`src/rtl/rtc_frac_counter.sv`:
```
module rtc_frac_counter #(
  parameter int          ACC_W     = 67,
  parameter int          FINE_LO   = 19,
  parameter int          COARSE_LO = 35,
  parameter logic [31:0] STEP_RST  = 32'd2000000
) (
  input  logic        clk,
  input  logic        rst_n,
  input  logic        off_clr,
  input  logic        lf_tick,
  input  logic        cap_in,
  input  logic        wr_en,
  input  logic        rd_en,
  input  logic [2:0]  addr,
  input  logic [31:0] wr_data,
  output logic [31:0] rd_data,
  output logic        wake_evt
);
  localparam int FINE_HI   = FINE_LO + 31;
  localparam int COARSE_HI = COARSE_LO + 31;
  localparam logic [2:0] A_STEP = 3'd0, A_FINE = 3'd1, A_COARSE = 3'd2,
                         A_CMP = 3'd3, A_CAP = 3'd4, A_STAT = 3'd5;

  logic [ACC_W-1:0] acc;
  logic [31:0] step, cmp_val, cap_val, hold;
  logic armed, cap_flag, cap_pend, cap_q, evt_q;

  wire [31:0] fine   = acc[FINE_HI:FINE_LO];
  wire [31:0] coarse = acc[COARSE_HI:COARSE_LO];
  wire [31:0] gap    = fine - cmp_val;
  wire        passed = ~gap[31];
  wire        wr_step = wr_en && addr == A_STEP;
  wire        wr_cmp  = wr_en && addr == A_CMP;
  wire        rd_fine = rd_en && addr == A_FINE;
  wire        rd_stat = rd_en && addr == A_STAT;
  wire        cap_go  = lf_tick && cap_pend;

  assign wake_evt = evt_q;

  always_ff @(posedge clk or negedge rst_n)
    if (!rst_n)       acc <= '0;
    else if (off_clr) acc <= '0;
    else if (lf_tick) acc <= acc + ACC_W'(step);

  always_ff @(posedge clk or negedge rst_n)
    if (!rst_n) begin
      step <= STEP_RST; hold <= '0;
    end else begin
      if (wr_step) step <= wr_data;
      if (rd_fine) hold <= coarse;
    end

  always_ff @(posedge clk or negedge rst_n)
    if (!rst_n) begin
      cmp_val <= '0; armed <= 1'b0; evt_q <= 1'b0;
    end else begin
      evt_q <= armed && passed;
      if (wr_cmp) begin
        cmp_val <= wr_data; armed <= 1'b1;
      end else if (armed && passed) armed <= 1'b0;
    end

  always_ff @(posedge clk or negedge rst_n)
    if (!rst_n) begin
      cap_q <= 1'b0; cap_pend <= 1'b0; cap_flag <= 1'b0; cap_val <= '0;
    end else begin
      cap_q <= cap_in;
      if (rd_stat) cap_flag <= 1'b0;
      if (cap_go) begin
        cap_val <= fine; cap_flag <= 1'b1; cap_pend <= 1'b0;
      end
      if (cap_in && !cap_q) cap_pend <= 1'b1;
    end

  always_comb
    case (addr)
      A_STEP:   rd_data = step;
      A_FINE:   rd_data = fine;
      A_COARSE: rd_data = hold;
      A_CMP:    rd_data = cmp_val;
      A_CAP:    rd_data = cap_val;
      A_STAT:   rd_data = {30'd0, armed, cap_flag};
      default:  rd_data = '0;
    endcase

  p_hold_r2: assert property (@(posedge clk) disable iff (!rst_n)
    !lf_tick && !off_clr |=> $stable(acc));
  p_step_r2: assert property (@(posedge clk) disable iff (!rst_n)
    lf_tick && !off_clr |=> acc == $past(acc) + ACC_W'($past(step)));
  p_snap_r4: assert property (@(posedge clk) disable iff (!rst_n)
    rd_fine |=> hold == $past(coarse));
  p_clear_r5: assert property (@(posedge clk) disable iff (!rst_n)
    off_clr |=> acc == '0);
  p_once_r6: assert property (@(posedge clk) disable iff (!rst_n)
    wake_evt && !wr_cmp |=> !wake_evt);
  p_disarm_r6: assert property (@(posedge clk) disable iff (!rst_n)
    $rose(wake_evt) |-> !armed || $past(wr_cmp));
  p_flag_r7: assert property (@(posedge clk) disable iff (!rst_n)
    cap_go |=> cap_flag && cap_val == $past(fine));
endmodule

```
`config.mk`:
```
export PLATFORM = sky130hd
export DESIGN_NAME = rtc_frac_counter
export DESIGN_NICKNAME = d
export VERILOG_FILES = /design/src/rtl/rtc_frac_counter.sv
export SDC_FILE = /design/constraint.sdc
export NUM_CORES = 1
export LEC_CHECK = 0
export ABC_AREA = 1
export BUFFER_PORTS_ARGS = -buffer_cell sky130_fd_sc_hd__clkbuf_2
export CAP_MARGIN = 0
export CORE_UTILIZATION = 40
export DETAILED_ROUTE_END_ITERATION = 7
export SLEW_MARGIN = 40
export SYNTH_ARGS = -nofsm -noshare
export SYNTH_HDL_FRONTEND = slang
export SYNTH_SLANG_ARGS = --single-unit
```
`constraint.sdc`:
```
create_clock -name clk -period 2.75 [get_ports clk]
set_clock_uncertainty 0.15 [all_clocks]
set_input_delay 0.1375 -clock clk [delete_from_list [all_inputs] [get_ports clk]]
set_output_delay 0.1375 -clock clk [all_outputs]
set_load 0.02 [all_outputs]
```
==> results of run 1 <==
-- sequential cells by signal, indices dropped and copies added (netlist names), 32 cells and up --
register / count
step: 32
acc: 67
cmp_val: 32
cap_val: 32
hold: 32
-- layer usage --
metal  vias to the layer above  share of wire, %  track usage, %  wire, um
met3                        85               7.9            7.05      3740
met1                      5941                44            39.3     20700
li1                       6104                 -               -         -
met4                         0               3.9            12.2      1860
met5                         -                 0               0         0
met2                       492                44            46.3     20900
-- where the power goes --
group	switching, mW	total [mW]	internal (mW)	leakage, nW
Combinational	1.48	2.24	0.756	4.71
Sequential	0.333	3.61	3.27	2.65
Clock	1.25	2.55	1.30	0.282
Total	3.07	8.40	5.33	7.65
-- logic make-up (layout without fill, tap and decap cells) --
| logic type | after synthesis | count (layout) | synth area share, % |
|---|---|---|---|
| fa+ha+maj | 63 | 63 | 6.25 |
| flops | 200 | 200 | 39.4 |
| mux | 5 | 5 | 0.442 |
| simple gates | 877 | 877 | 28.6 |
| compound gates | 335 | 335 | 15.0 |
| buf+inv | 328 | 454 | 9.86 |
| xor+xnor | 8 | 8 | 0.550 |
| other cells | 0 | 1 | 0 |
-- worst min-delay path by stage --
stage,to,slack (ns),cells past startpoint
final,acc[18]$_DFFE_PN0P_,0.03,2
after global routing,acc[18]$_DFFE_PN0P_,0.06,2
after CTS,acc[18]$_DFFE_PN0P_,0.04,2
after detailed placement,acc[18]$_DFFE_PN0P_,-0.05,1
after global placement,acc[18]$_DFFE_PN0P_,-0.06,1
after floorplan,acc[0]$_DFFE_PN0P_,-0.31,0
-- synth_stat cells (26+ instances only) --
cell / count / area, um^2
sky130_fd_sc_hd__nand2_1: 595 / 2230
sky130_fd_sc_hd__inv_1: 268 / 1010
sky130_fd_sc_hd__dfrtp_1: 193 / 4830
sky130_fd_sc_hd__o21ai_0: 163 / 816
sky130_fd_sc_hd__nor2_1: 122 / 458
sky130_fd_sc_hd__a21oi_1: 82 / 410
sky130_fd_sc_hd__nand3_1: 73 / 365
sky130_fd_sc_hd__ha_1: 62 / 776
sky130_fd_sc_hd__clkbuf_1: 36 / 135
sky130_fd_sc_hd__o22ai_1: 33 / 206
sky130_fd_sc_hd__a221oi_1: 29 / 254
sky130_fd_sc_hd__nor3_1: 26 / 130
-- stage by stage --
| stage | util, % | total power, mW |
|---|---|---|
| 2_1_floorplan | - | 4.95 |
| 3_3_place_gp | 44.3 | 5.78 |
| 3_5_place_dp | 44.3 | 5.81 |
| 4_1_cts | 47.3 | 8.42 |
| 5_1_grt | 47.4 | 8.86 |
| 6_report | 47.4 | 8.40 |
-- area by class of cell --
type	count	area share, %
Antenna cell	1	0.0170
Multi-Input combinational cell	1288	44.2
Clock buffer	22	3.37
Timing Repair Buffer	147	7.31
Clock inverter	10	0.571
Sequential cell	200	34.2
Tap cell	396	3.37
Inverter	275	7.03
-- worst max-delay path, delay by kind of cell (launching register included) --
family | cells | cell delay [ns]
AO/OA/AOI/OAI | 1 | 0.37
adder cells (fa/ha/maj) | 1 | 0.47
buffers and inverters | 2 | 0.21
flip-flops | 1 | 0.49
AND/OR/NAND/NOR | 8 | 0.87
-- what timing repair did --
item	4_1_cts	5_1_grt
resized for setup	0	4
hold buffers	38	0
setup endpoints to repair	0	11
endpoints found under the hold margin	268	0
==> metrics list, run 1 <==
* Area of all placed cells without fillers: approximately 15000 um^2
* Total global routing track utilization: between 20% and 30%
- Entering global routing, the biggest net connects 73 pins.
- Final period util: 96.8%
* Final max-slew violation count: 0
- Class of the most critical hold timing path: in -> async
- Worst relative slew slack: roughly 46%
- Cell at the root of the clock tree: sky130_fd_sc_hd__clkbuf_16
- For this configuration, the core starts out at a cell density of approximately two fifths.
- R2r setup slk: ~0.088 ns
- The core region is 31000 um^2.
- Max IR drop VDD: roughly 470 uV
- Post-Place Setup Slack: roughly 0.068 ns
- Worst-case clock buffer depth: 2
- Setup ws final: between 0.08 and 0.09 ns
* Achievable frequency: around 380 MHz
- Dividing total power by cell area gives a power density of approximately 570 nW/um^2.
* Height of the die: roughly 180 um
* Crit path cell chain: ha_1 -> nand2_1 -> nor2_1 -> inv_1 -> o21bai_1 -> inv_1 -> nand2_1 -> nand2_1 -> nand3_1 -> nand3_1 -> nand2_1 -> nor2_1
* Die Wd: between 150 and 200 um
- Fin. Hold Viols: 0
* Final net count: 2034
* Synthesized area divided by synthesized cell count: ~7 um^2
- Filler Cells Inserted: approximately 3200
- Finish-stage setup viols: 0
* Sequential cell area fraction in the yosys report: 39.4%
* Via count of the first global-routing pass: 12200
* First-pass GRT wire length: slightly above 70 mm
- Summing every instance area after synthesis gives 12700 um^2.
- STA classifies the critical path startpoint as a flip-flop.
- The tree built by TritonCTS fans out to 200 sinks.
- The initial antenna violation count was 1.
- In the layout the commonest cells are sky130_fd_sc_hd__nand2_1, sky130_fd_sc_hd__inv_1, sky130_fd_sc_hd__dfrtp_1.
- Summed over all cells, the static leakage comes to 7.65 nW.
- Worst-Skew Late Latency: 0.46 ns
- Setup TNS: 0 ns
- Of all nets on the critical path, the largest fanout is 5.
- First-pass iteration count of the detailed router: 5
- TritonCTS built the clock tree.
* Global route overflow: 0
* Detailed placer's ending HPWL: ~37 mm
- The netlist uses 46 different library cells.
- Layout overhead on the synthesized area: 15.3%
- Max-cap violation count: 0
- For the pin with the worst max-slew slack, the measured transition is roughly 0.80 ns.
- Most common library cell in the layout ignoring fill and taps: sky130_fd_sc_hd__nand2_1
- WHS: between 0.03 and 0.04 ns
* Ratio of cells with drive above 1 in the final layout: 10.2%
- For this run, the leading register cell type out of synthesis is sky130_fd_sc_hd__dfrtp_1.
* Critical-path cell with the highest stage delay: sky130_fd_sc_hd__dfrtp_1
- Yosys warns: 0
- For the finished layout, the period the worst path requires is between 2 and 3 ns.
* Number of remaining DRC errors: 0
* Syn Inst Count: approximately 1800
- Kind of critical path: reg -> reg
- Post-synthesis sequential element count: 200
- Non-filler instance count after layout: around 2300
- Area occupied by multi-input gates: around 6500 um^2
- In this design, the critical path's most frequently occurring cell is sky130_fd_sc_hd__nand2_1.
- The run finished with clean final reports.
* Buffers inserted during post-CTS setup optimization: 0
* Slowest cell delay on critical path: about 0.49 ns
* Worst reg2reg endpoint: acc[46]$_DFFE_PN0P_
* Required time at the endpoint of the critical path: 2.95 ns
- After synthesis, the share of flip-flops with an asynchronous set or reset is between 90% and 100%.
- Rows: 64
- The detail route stage leaves a number of antenna-violating nets equal to 0.
- Using the TritonRoute via totals, the vias-per-cell ratio works out to approximately 5.4.
- In this run the worst setup path begins at step[29]$_DFFE_PN0P_.
* Last element of the critical path: acc[46]$_DFFE_PN0P_
- Critical path arrival: ~2.9 ns
- Detailed Route Iter0 Violations: roughly 1200
- Inserted Clock Buffers: 17
- Sequential cell area: between 5000 and 6000 um^2
- The die covers 32500 um^2.
* Number of enable-type register cells in the synthesized netlist: 0
- I/O Pins: 75
- RD Place Congestion: 0.988
* Final WL: between 40 and 50 mm
- Htree depth: 4
- Including well taps, the total number of placed cells is 2268.
- RSZ-0062 raised after global routing: false
- Buffers placed on the I/O ports in this run total 74.
* Reg2reg path depth: 12
* Net count after synthesis: a little under 2000
* Drt wl/cell: between 20 and 25 um
- Clock-pin slew was measured on the worst setup and hold paths at about 0.080 ns.
* Endpoint class of the critical path: flip-flop
- Across all layers, the routed design uses approximately 13000 vias.
- The worst register-to-register path begins at step[29]$_DFFE_PN0P_.
* Placed Instance Area: 13700 um^2
Note: power is estimated with default switching activity, not from simulation.
==> run 2: changes to the inputs <==
--- a/config.mk
+++ b/config.mk
@@ -6,10 +6,10 @@
 export NUM_CORES = 1
 export LEC_CHECK = 0
 export ABC_AREA = 1
-export BUFFER_PORTS_ARGS = -buffer_cell sky130_fd_sc_hd__clkbuf_2
 export CAP_MARGIN = 0
 export CORE_UTILIZATION = 40
 export DETAILED_ROUTE_END_ITERATION = 7
+export DONT_BUFFER_PORTS = 1
 export SLEW_MARGIN = 40
 export SYNTH_ARGS = -nofsm -noshare
 export SYNTH_HDL_FRONTEND = slang
==> run 2 against run 1 <==
The run now ends with hold timing left. Critical path depth fell by 4. Worst setup slack improved by 0.078 ns. Sequential share of layout area is 1.0 points higher. Final area is 2.9% lower. Core utilization is 1.4 points lower. Critical path type unchanged. Critical endpoint is now acc[7]$_DFFE_PN0P_. Largest cell class unchanged.
==> metrics list, run 2 (synthesized netlist as in run 1, its figures left out) <==
- The total internal power is 5.39 mW (was 5.33 mW).
- Kind of critical path: reg -> reg (unchanged)
- Commonest cells after routing, fill and taps aside: sky130_fd_sc_hd__nand2_1, sky130_fd_sc_hd__inv_1, sky130_fd_sc_hd__dfrtp_1 (unchanged)
* Number of antenna-violating nets in the routed design: 0 (unchanged)
* Largest net degree at the start of global routing: 201 (was 73)
* Status: finished with violations (was finished clean)
- The buffer depth of the longest clock path came to 2 (unchanged).
- The total power after layout was 8.42 mW (was 8.40 mW).
- The count of max-cap constraint violations was 0 (unchanged).
- The flip-flop count of the largest register after layout is 67 (unchanged).
- RD Place Congestion: 1.01 (was 0.988)
* Filler Cells Inserted: 3104 (was 3201)
- Worst relative slew slack: 44.9% (was 46.4%)
- The area after detailed placement is 13200 um^2 (was 13700 um^2).
* Setup ws final: 0.166 ns (was 0.0878 ns)
- Area of the die: 32500 um^2 (unchanged)
* Number of remaining DRC errors: 0 (unchanged)
* Post-CTS clock slew at the launch and capture registers of the worst setup and hold paths: 0.09 ns (was 0.08 ns)
* Final net count: 1953 (was 2034)
- Tightest Pin Transition: 0.824 ns (was 0.802 ns)
- The hold violation count in the final report was 200 (was 0).
* Endpoint class of the critical path: flip-flop (unchanged)
* Worst-Skew Late Latency: 0.47 ns (was 0.46 ns)
- Finish-stage setup viols: 0 (unchanged)
- The setup fix buffers added after clock tree synthesis came to 0 (unchanged).
- The checks that failed: hold timing.
* Cell with the most instances on the worst path: sky130_fd_sc_hd__nand2_1 (unchanged)
- The register area came to 5010 um^2 (unchanged).
- The number of core rows came to 64 (unchanged).
- Height of the die: 180 um (unchanged)
* First-pass iteration count of the detailed router: 6 (was 5)
- Ratio of cells with drive above 1 in the final layout: 6.39% (was 10.2%)
- Register name with the most flops: acc (unchanged)
- The highest clock rate was 387 MHz (was 376 MHz).
- Critical path arrival: 2.84 ns (was 2.86 ns)
* Power per Cell Area: 591 nW/um^2 (was 572 nW/um^2)
- Max IR drop VDD: 469 uV (was 467 uV)
- The total clock buffers created by CTS came to 17 (unchanged).
- RSZ-0062 raised after global routing: false (unchanged).
* IO buf count: 0 (was 74)
- Final core area utilization: 46.0% (was 47.4%)
- Setup TNS: 0 ns (unchanged)
- The multi-input gate area in the final layout is 6500 um^2 (was 6490 um^2).
- Final critical delay including setup and external delays: 2.58 ns (was 2.66 ns)
- Drt wl/cell: 20.0 um (was 20.2 um)
* Non-filler instance count after layout: 2257 (was 2339)
* Die Wd: 180 um (unchanged)
* Crit path cell chain: ha_1 -> nand2_1 -> nand3_1 -> nand2_1 -> nand2_2 -> xnor2_1 -> o31ai_1 -> dlygate4sd3_1 (was ha_1 -> nand2_1 -> nor2_1 -> inv_1 -> o21bai_1 -> inv_1 -> nand2_1 -> nand2_1 -> nand3_1 -> nand3_1 -> nand2_1 -> nor2_1)
* Area of all placed cells without fillers: 14300 um^2 (was 14700 um^2)
- The via count of the first global-routing pass came to 11500 (was 12200).
- The via density per instance is 5.41 (was 5.40).
- Critical-path cell with the highest stage delay: sky130_fd_sc_hd__dlygate4sd3_1 (was sky130_fd_sc_hd__dfrtp_1)
- Post-CTS Hold Buffers: 38 (unchanged)
- The net switching share of the total power is 35.9% (was 36.6%).
- Switching power: 3.03 mW (was 3.07 mW)
- Critical path fanouts, max: 6 (was 5)
- The kind of path behind the tightest hold check is in -> async (unchanged).
* CTS tree: done (unchanged)
- Final period util: 94.0% (was 96.8%)
* Global route overflow: 0 (unchanged)
- Starting Density: 41.1% (unchanged)
* Total global routing track utilization: 28.5% (was 29.6%)
* Slowest cell delay on critical path: 0.57 ns (was 0.49 ns)
- Startpoint types: flip-flop (unchanged)
- WHS: -0.782 ns (was 0.0313 ns)
- The required time of the worst setup path was 3.01 ns (was 2.95 ns).
- The area of the core region came to 31000 um^2 (unchanged).
* Number of antenna violations at the first check in global routing: 0 (was 1)
* First-pass GRT wire length: 69.4 mm (was 72.0 mm)
- Post-Place Setup Slack: 0.0306 ns (was 0.0679 ns)
- The count of inserted antenna diode cells came to 0 (was 1).
- Final max-slew violation count: 0 (unchanged)
* Clock sink count: 200 (unchanged)
* Cell at the root of the clock tree: sky130_fd_sc_hd__clkbuf_16 (unchanged)
- The share of total power in sequential cells was 42.9% (about the same).
* Final WL: 45.2 mm (was 47.2 mm)
- Layout overhead on the synthesized area: 11.9% (was 15.3%)
- The placed instance count came to 2187 (was 2268).
- I/O Pins: 75 (unchanged)
* Detailed Route Iter0 Violations: 1163 (was 1157)
- Leakage power total: 7.30 nW (was 7.65 nW)
- The combinational share of power is 24.9% (was 26.7%).
* Most common library cell in the layout ignoring fill and taps: sky130_fd_sc_hd__nand2_1 (unchanged)
* Clock network power share: 32.2% (was 30.4%)
- DR vias: 12200 (was 12600)
- The number of H-tree levels is 4 (unchanged).
* Detailed placer's ending HPWL: 35.0 mm (was 37.0 mm)
==> run 2: cell types whose count changed in the layout (fill, tap and decap cells not counted), sizes merged <==
| cell | before | now |
|---|---|---|
| buf | 36 | 28 |
| bufinv | 0 | 2 |
| clkbuf | 95 | 19 |
| clkinv | 5 | 2 |
| diode | 1 | 0 |
| inv | 278 | 282 |
==> run 2: cell type report <==
class	count	share of cell area (%)
clock inverter	13	1.11
clock buffer	19	3.18
timing repair buffer	66	4.23
tap	396	3.48
multi-input combinational	1288	45.6
sequential	200	35.2
inverter	275	7.24
==> run 2: final timing paths <==
kind / from / to / slack [ns] / depth (start not counted)
worst max-delay path: step[2]$_DFFE_PN0P_ / acc[7]$_DFFE_PN0P_ / 0.17 / 8
worst min-delay path: rst_n / acc[17]$_DFFE_PN0P_ / -0.78 / 0
worst min register to register: cap_q$_DFF_PN0_ / cap_pend$_DFFE_PN0P_ / 0.29 / 1
worst max register to register: step[2]$_DFFE_PN0P_ / acc[7]$_DFFE_PN0P_ / 0.17 / 8
max in group asynchronous: rst_n / acc[43]$_DFFE_PN0P_ / 2.61 / 0
min in group clk: wr_en / armed$_DFFE_PN0P_ / 0.06 / 3
==> run 2: worst max-delay path: cells and delay by family, from the launching register on <==
family | cells | cell delay, ns
AOI/OAI and AO/OA | 1 | 0.18
xor gates and xnor gates | 1 | 0.15
adders and majority gates | 1 | 0.39
buffers and inverters | 1 | 0.57
DFF | 1 | 0.44
and+or+nand+nor | 4 | 0.64
==> run 2: power by group through the flow <==
stage / sequential [mW] / combinational, mW / clock (mW)
finish: 3.61 / 2.10 / 2.71
global route: 3.65 / 2.35 / 2.86
CTS: 3.60 / 2.07 / 2.76
detailed placement: 3.66 / 2.01 / 0
global placement: 3.65 / 1.99 / 0
floorplan: 3.49 / 1.46 / 0
==> run 2: what timing repair did <==
| action | CTS | global route |
|---|---|---|
| hold endpoints to repair | 312 | 200 |
| endpoints found under the setup margin | 0 | 15 |
| resized for setup | 0 | 8 |
==> run 2: routing by layer <==
metal | up-vias | GRT usage [%] | wire (um) | share of wire [%]
met5 | - | 0 | 0 | 0
met4 | 0 | 10.2 | 1400 | 3.1
met3 | 65 | 5.23 | 3350 | 7.4
met2 | 435 | 44.5 | 20100 | 45
met1 | 5782 | 39.4 | 20300 | 45
li1 | 5925 | - | - | -
==> run 3: changes to the inputs <==
--- a/config.mk
+++ b/config.mk
@@ -10,6 +10,7 @@
 export CORE_UTILIZATION = 40
 export DETAILED_ROUTE_END_ITERATION = 7
 export DONT_BUFFER_PORTS = 1
+export RECOVER_POWER = 50
 export SLEW_MARGIN = 40
 export SYNTH_ARGS = -nofsm -noshare
 export SYNTH_HDL_FRONTEND = slang
==> run 3 against run 2 <==
The flow still finishes with violations (hold timing). Register-to-register slack about the same. Via count about the same. Critical path type unchanged. Clock-buffer cell count unchanged. Global-route usage unchanged. Die area is the same. Non-clock buffer count unchanged. First-iteration DRC count increased by 0.17%.
==> metrics list, run 3 (synthesized netlist as in run 1, its figures left out) <==
* Kind of critical path: reg -> reg (unchanged)
- RSZ-0062 raised after global routing: false (unchanged).
- Worst relative slew slack: 17.8% (was 44.9%)
* Class of the most critical hold timing path: in -> async (unchanged)
* Required time at the endpoint of the critical path: 3.01 ns (about the same)
* Drt wl/cell: 20.0 um (about the same)
- The total via count after detailed routing was 12200 (about the same).
- Starting Density: 41.1% (unchanged)
- Buffers inserted during post-CTS setup optimization: 0 (unchanged)
- Number of antenna repair diodes: 0 (unchanged)
- Area of the die: 32500 um^2 (unchanged)
* Startpoint types: flip-flop (unchanged)
* Worst-case clock buffer depth: 2 (unchanged)
- Number of antenna violations at the first check in global routing: 0 (unchanged)
* Rows: 64 (unchanged)
* CTS tree: done (unchanged)
- Via/cell ratio: 5.41 (about the same)
- The synthesis-to-finish area growth was 11.9% (about the same).
- Post-CTS Hold Buffers: 38 (unchanged)
- The via count of the first global-routing pass came to 11500 (unchanged).
- The register-to-register path setup slack is 0.17 ns (about the same).
- The final number of max-transition violations is 0 (unchanged).
- Number of flip-flops in the largest register: 67 (unchanged)
- Violated checks: hold timing (unchanged)
- Clock sink count: 200 (unchanged)
- The worst ir drop on vdd is 469 uV (about the same).
* Placed Instance Area: 13200 um^2 (unchanged)
- The depth of the worst register-to-register path was 8 (unchanged).
* Inserted Clock Buffers: 17 (unchanged)
* Area occupied by multi-input gates: 6490 um^2 (was 6500 um^2)
- Sequential cell area: 5010 um^2 (unchanged)
- The final clock period utilization by the worst path was 94.0% (about the same).
* Number of remaining DRC errors: 0 (unchanged)
* IO buf count: 0 (unchanged)
- Max-cap violation count: 0 (unchanged)
* Commonest cells after routing, fill and taps aside: sky130_fd_sc_hd__nand2_1, sky130_fd_sc_hd__inv_1, sky130_fd_sc_hd__dfrtp_1 (unchanged)
- The global-route usage over all layers was 28.5% (unchanged).
- The most common library cell in the layout ignoring fill and taps was sky130_fd_sc_hd__nand2_1 (unchanged).
- The worst-case hold slack came to -0.782 ns (about the same).
- Detailed Route Iter0 Violations: 1165 (was 1163)
- Post-CTS clock slew at the launch and capture registers of the worst setup and hold paths: 0.09 ns (about the same)
* Worst-Skew Late Latency: 0.47 ns (about the same)
- The count of fill cells added during filler insertion came to 3106 (was 3104).
- The critical register-to-register path startpoint is step[2]$_DFFE_PN0P_ (unchanged).
- Final critical delay including setup and external delays: 2.58 ns (about the same)
* Global route overflow: 0 (unchanged)
* Core footprint: 31000 um^2 (unchanged)
* First-pass iteration count of the detailed router: 6 (unchanged)
* Tightest Pin Transition: 1.23 ns (was 0.824 ns)
* Worst reg2reg endpoint: acc[7]$_DFFE_PN0P_ (unchanged)
- Ratio of cells with drive above 1 in the final layout: 6.23% (was 6.39%)
* Critical path arrival: 2.84 ns (about the same)
- Die Wd: 180 um (unchanged)
- The clock tree root buffer cell was sky130_fd_sc_hd__clkbuf_16 (unchanged).
- Final net count: 1953 (unchanged)
* Area of all placed cells without fillers: 14200 um^2 (was 14300 um^2)
* Register name with the most flops: acc (unchanged)
* Htree depth: 4 (unchanged)
- The height of the die came to 180 um (unchanged).
- Detailed placer's ending HPWL: 35.0 mm (unchanged)
- The total negative setup slack is 0 ns (unchanged).
- Fin. Hold Viols: 200 (unchanged)
- The reported leakage power came to 7.29 nW (was 7.30 nW).
* First-pass GRT wire length: 69.4 mm (unchanged)
* Status: finished with violations (unchanged)
- Number of antenna-violating nets in the routed design: 0 (unchanged)
* Endpoint class of the critical path: flip-flop (unchanged)
- Critical path fanouts, max: 6 (unchanged)
* Finish-stage setup viols: 0 (unchanged)
* Largest net degree at the start of global routing: 201 (unchanged)
- The power per cell area was 591 nW/um^2 (about the same).
- Final WL: 45.2 mm (about the same)
- RD Place Congestion: 1.01 (unchanged)
* Achievable frequency: 387 MHz (about the same)
- The top-level port count came to 75 (unchanged).
==> run 3: cell types whose count changed in the layout (fill, tap and decap cells not counted) <==
cell,delta
sky130_fd_sc_hd__buf_4,-2
sky130_fd_sc_hd__clkbuf_1,+1
sky130_fd_sc_hd__clkbuf_2,+1
sky130_fd_sc_hd__inv_1,+1
sky130_fd_sc_hd__inv_2,-1
sky130_fd_sc_hd__nor3_1,+1
sky130_fd_sc_hd__nor3_2,-1
==> run 3: worst max path at each step <==
| stage | startpoint | end | slack [ns] | depth (start not counted) |
|---|---|---|---|---|
| 2_1_floorplan | acc[0]$_DFFE_PN0P_ | acc[46]$_DFFE_PN0P_ | 0.63 | 12 |
| 3_3_place_gp | step[0]$_DFFE_PN0P_ | acc[54]$_DFFE_PN0P_ | 0.04 | 12 |
| 3_5_place_dp | step[0]$_DFFE_PN0P_ | acc[54]$_DFFE_PN0P_ | 0.03 | 12 |
| 4_1_cts | step[0]$_DFFE_PN0P_ | acc[54]$_DFFE_PN0P_ | 0.02 | 12 |
| 5_1_grt | step[2]$_DFFE_PN0P_ | acc[7]$_DFFE_PN0P_ | 0.02 | 8 |
| 6_report | step[2]$_DFFE_PN0P_ | acc[7]$_DFFE_PN0P_ | 0.17 | 8 |
==> run 3: layout make-up <==
cell class	count	area share (%)
flip-flops and latches	200	35.2
repair buffers	66	4.19
well taps	396	3.48
multi-input cells	1288	45.6
inverters	275	7.25
clock inverters	13	1.11
clock buffers	19	3.18
==> run 3: what timing repair did <==
item / CTS / global route
endpoints found under the setup margin: 0 / 15
hold endpoints to repair: 312 / 200
gates resized for setup: 0 / 8
==> run 3: worst max-delay path: stages, from the launching register on <==
cell and delay (ns):
sky130_fd_sc_hd__dfrtp_1 0.44, sky130_fd_sc_hd__ha_1 0.39, sky130_fd_sc_hd__nand2_1 0.11, sky130_fd_sc_hd__nand3_1 0.26, sky130_fd_sc_hd__nand2_1 0.16, sky130_fd_sc_hd__nand2_2 0.11, sky130_fd_sc_hd__xnor2_1 0.15, sky130_fd_sc_hd__o31ai_1 0.18
sky130_fd_sc_hd__dlygate4sd3_1 0.57
==> run 3: where the power goes <==
group	switching (mW)	internal, mW	total, mW
Clock	1.28	1.42	2.70
Combinational	1.40	0.698	2.10
Sequential	0.342	3.27	3.62
Total	3.02	5.39	8.42
==> run 3: through the flow <==
step	setup WS, ns	utilization, %	total power [mW]	instances
2_1_floorplan	0.627	-	4.95	1816
3_3_place_gp	0.0359	42.7	5.64	2187
3_5_place_dp	0.0306	42.7	5.66	2187
4_1_cts	0.0161	45.9	8.43	2257
5_1_grt	0.0221	46.0	8.86	2257
6_report	0.165	46.0	8.42	2257
==> run 3: layer usage <==
layer / vias to the layer above / track usage [%] / part of all wire [%]
li1: 5925 / - / -
met1: 5784 / 39.4 / 45
met2: 437 / 44.5 / 44
met3: 71 / 5.23 / 7.4
met4: 0 / 10.2 / 3.2
met5: - / 0 / 0
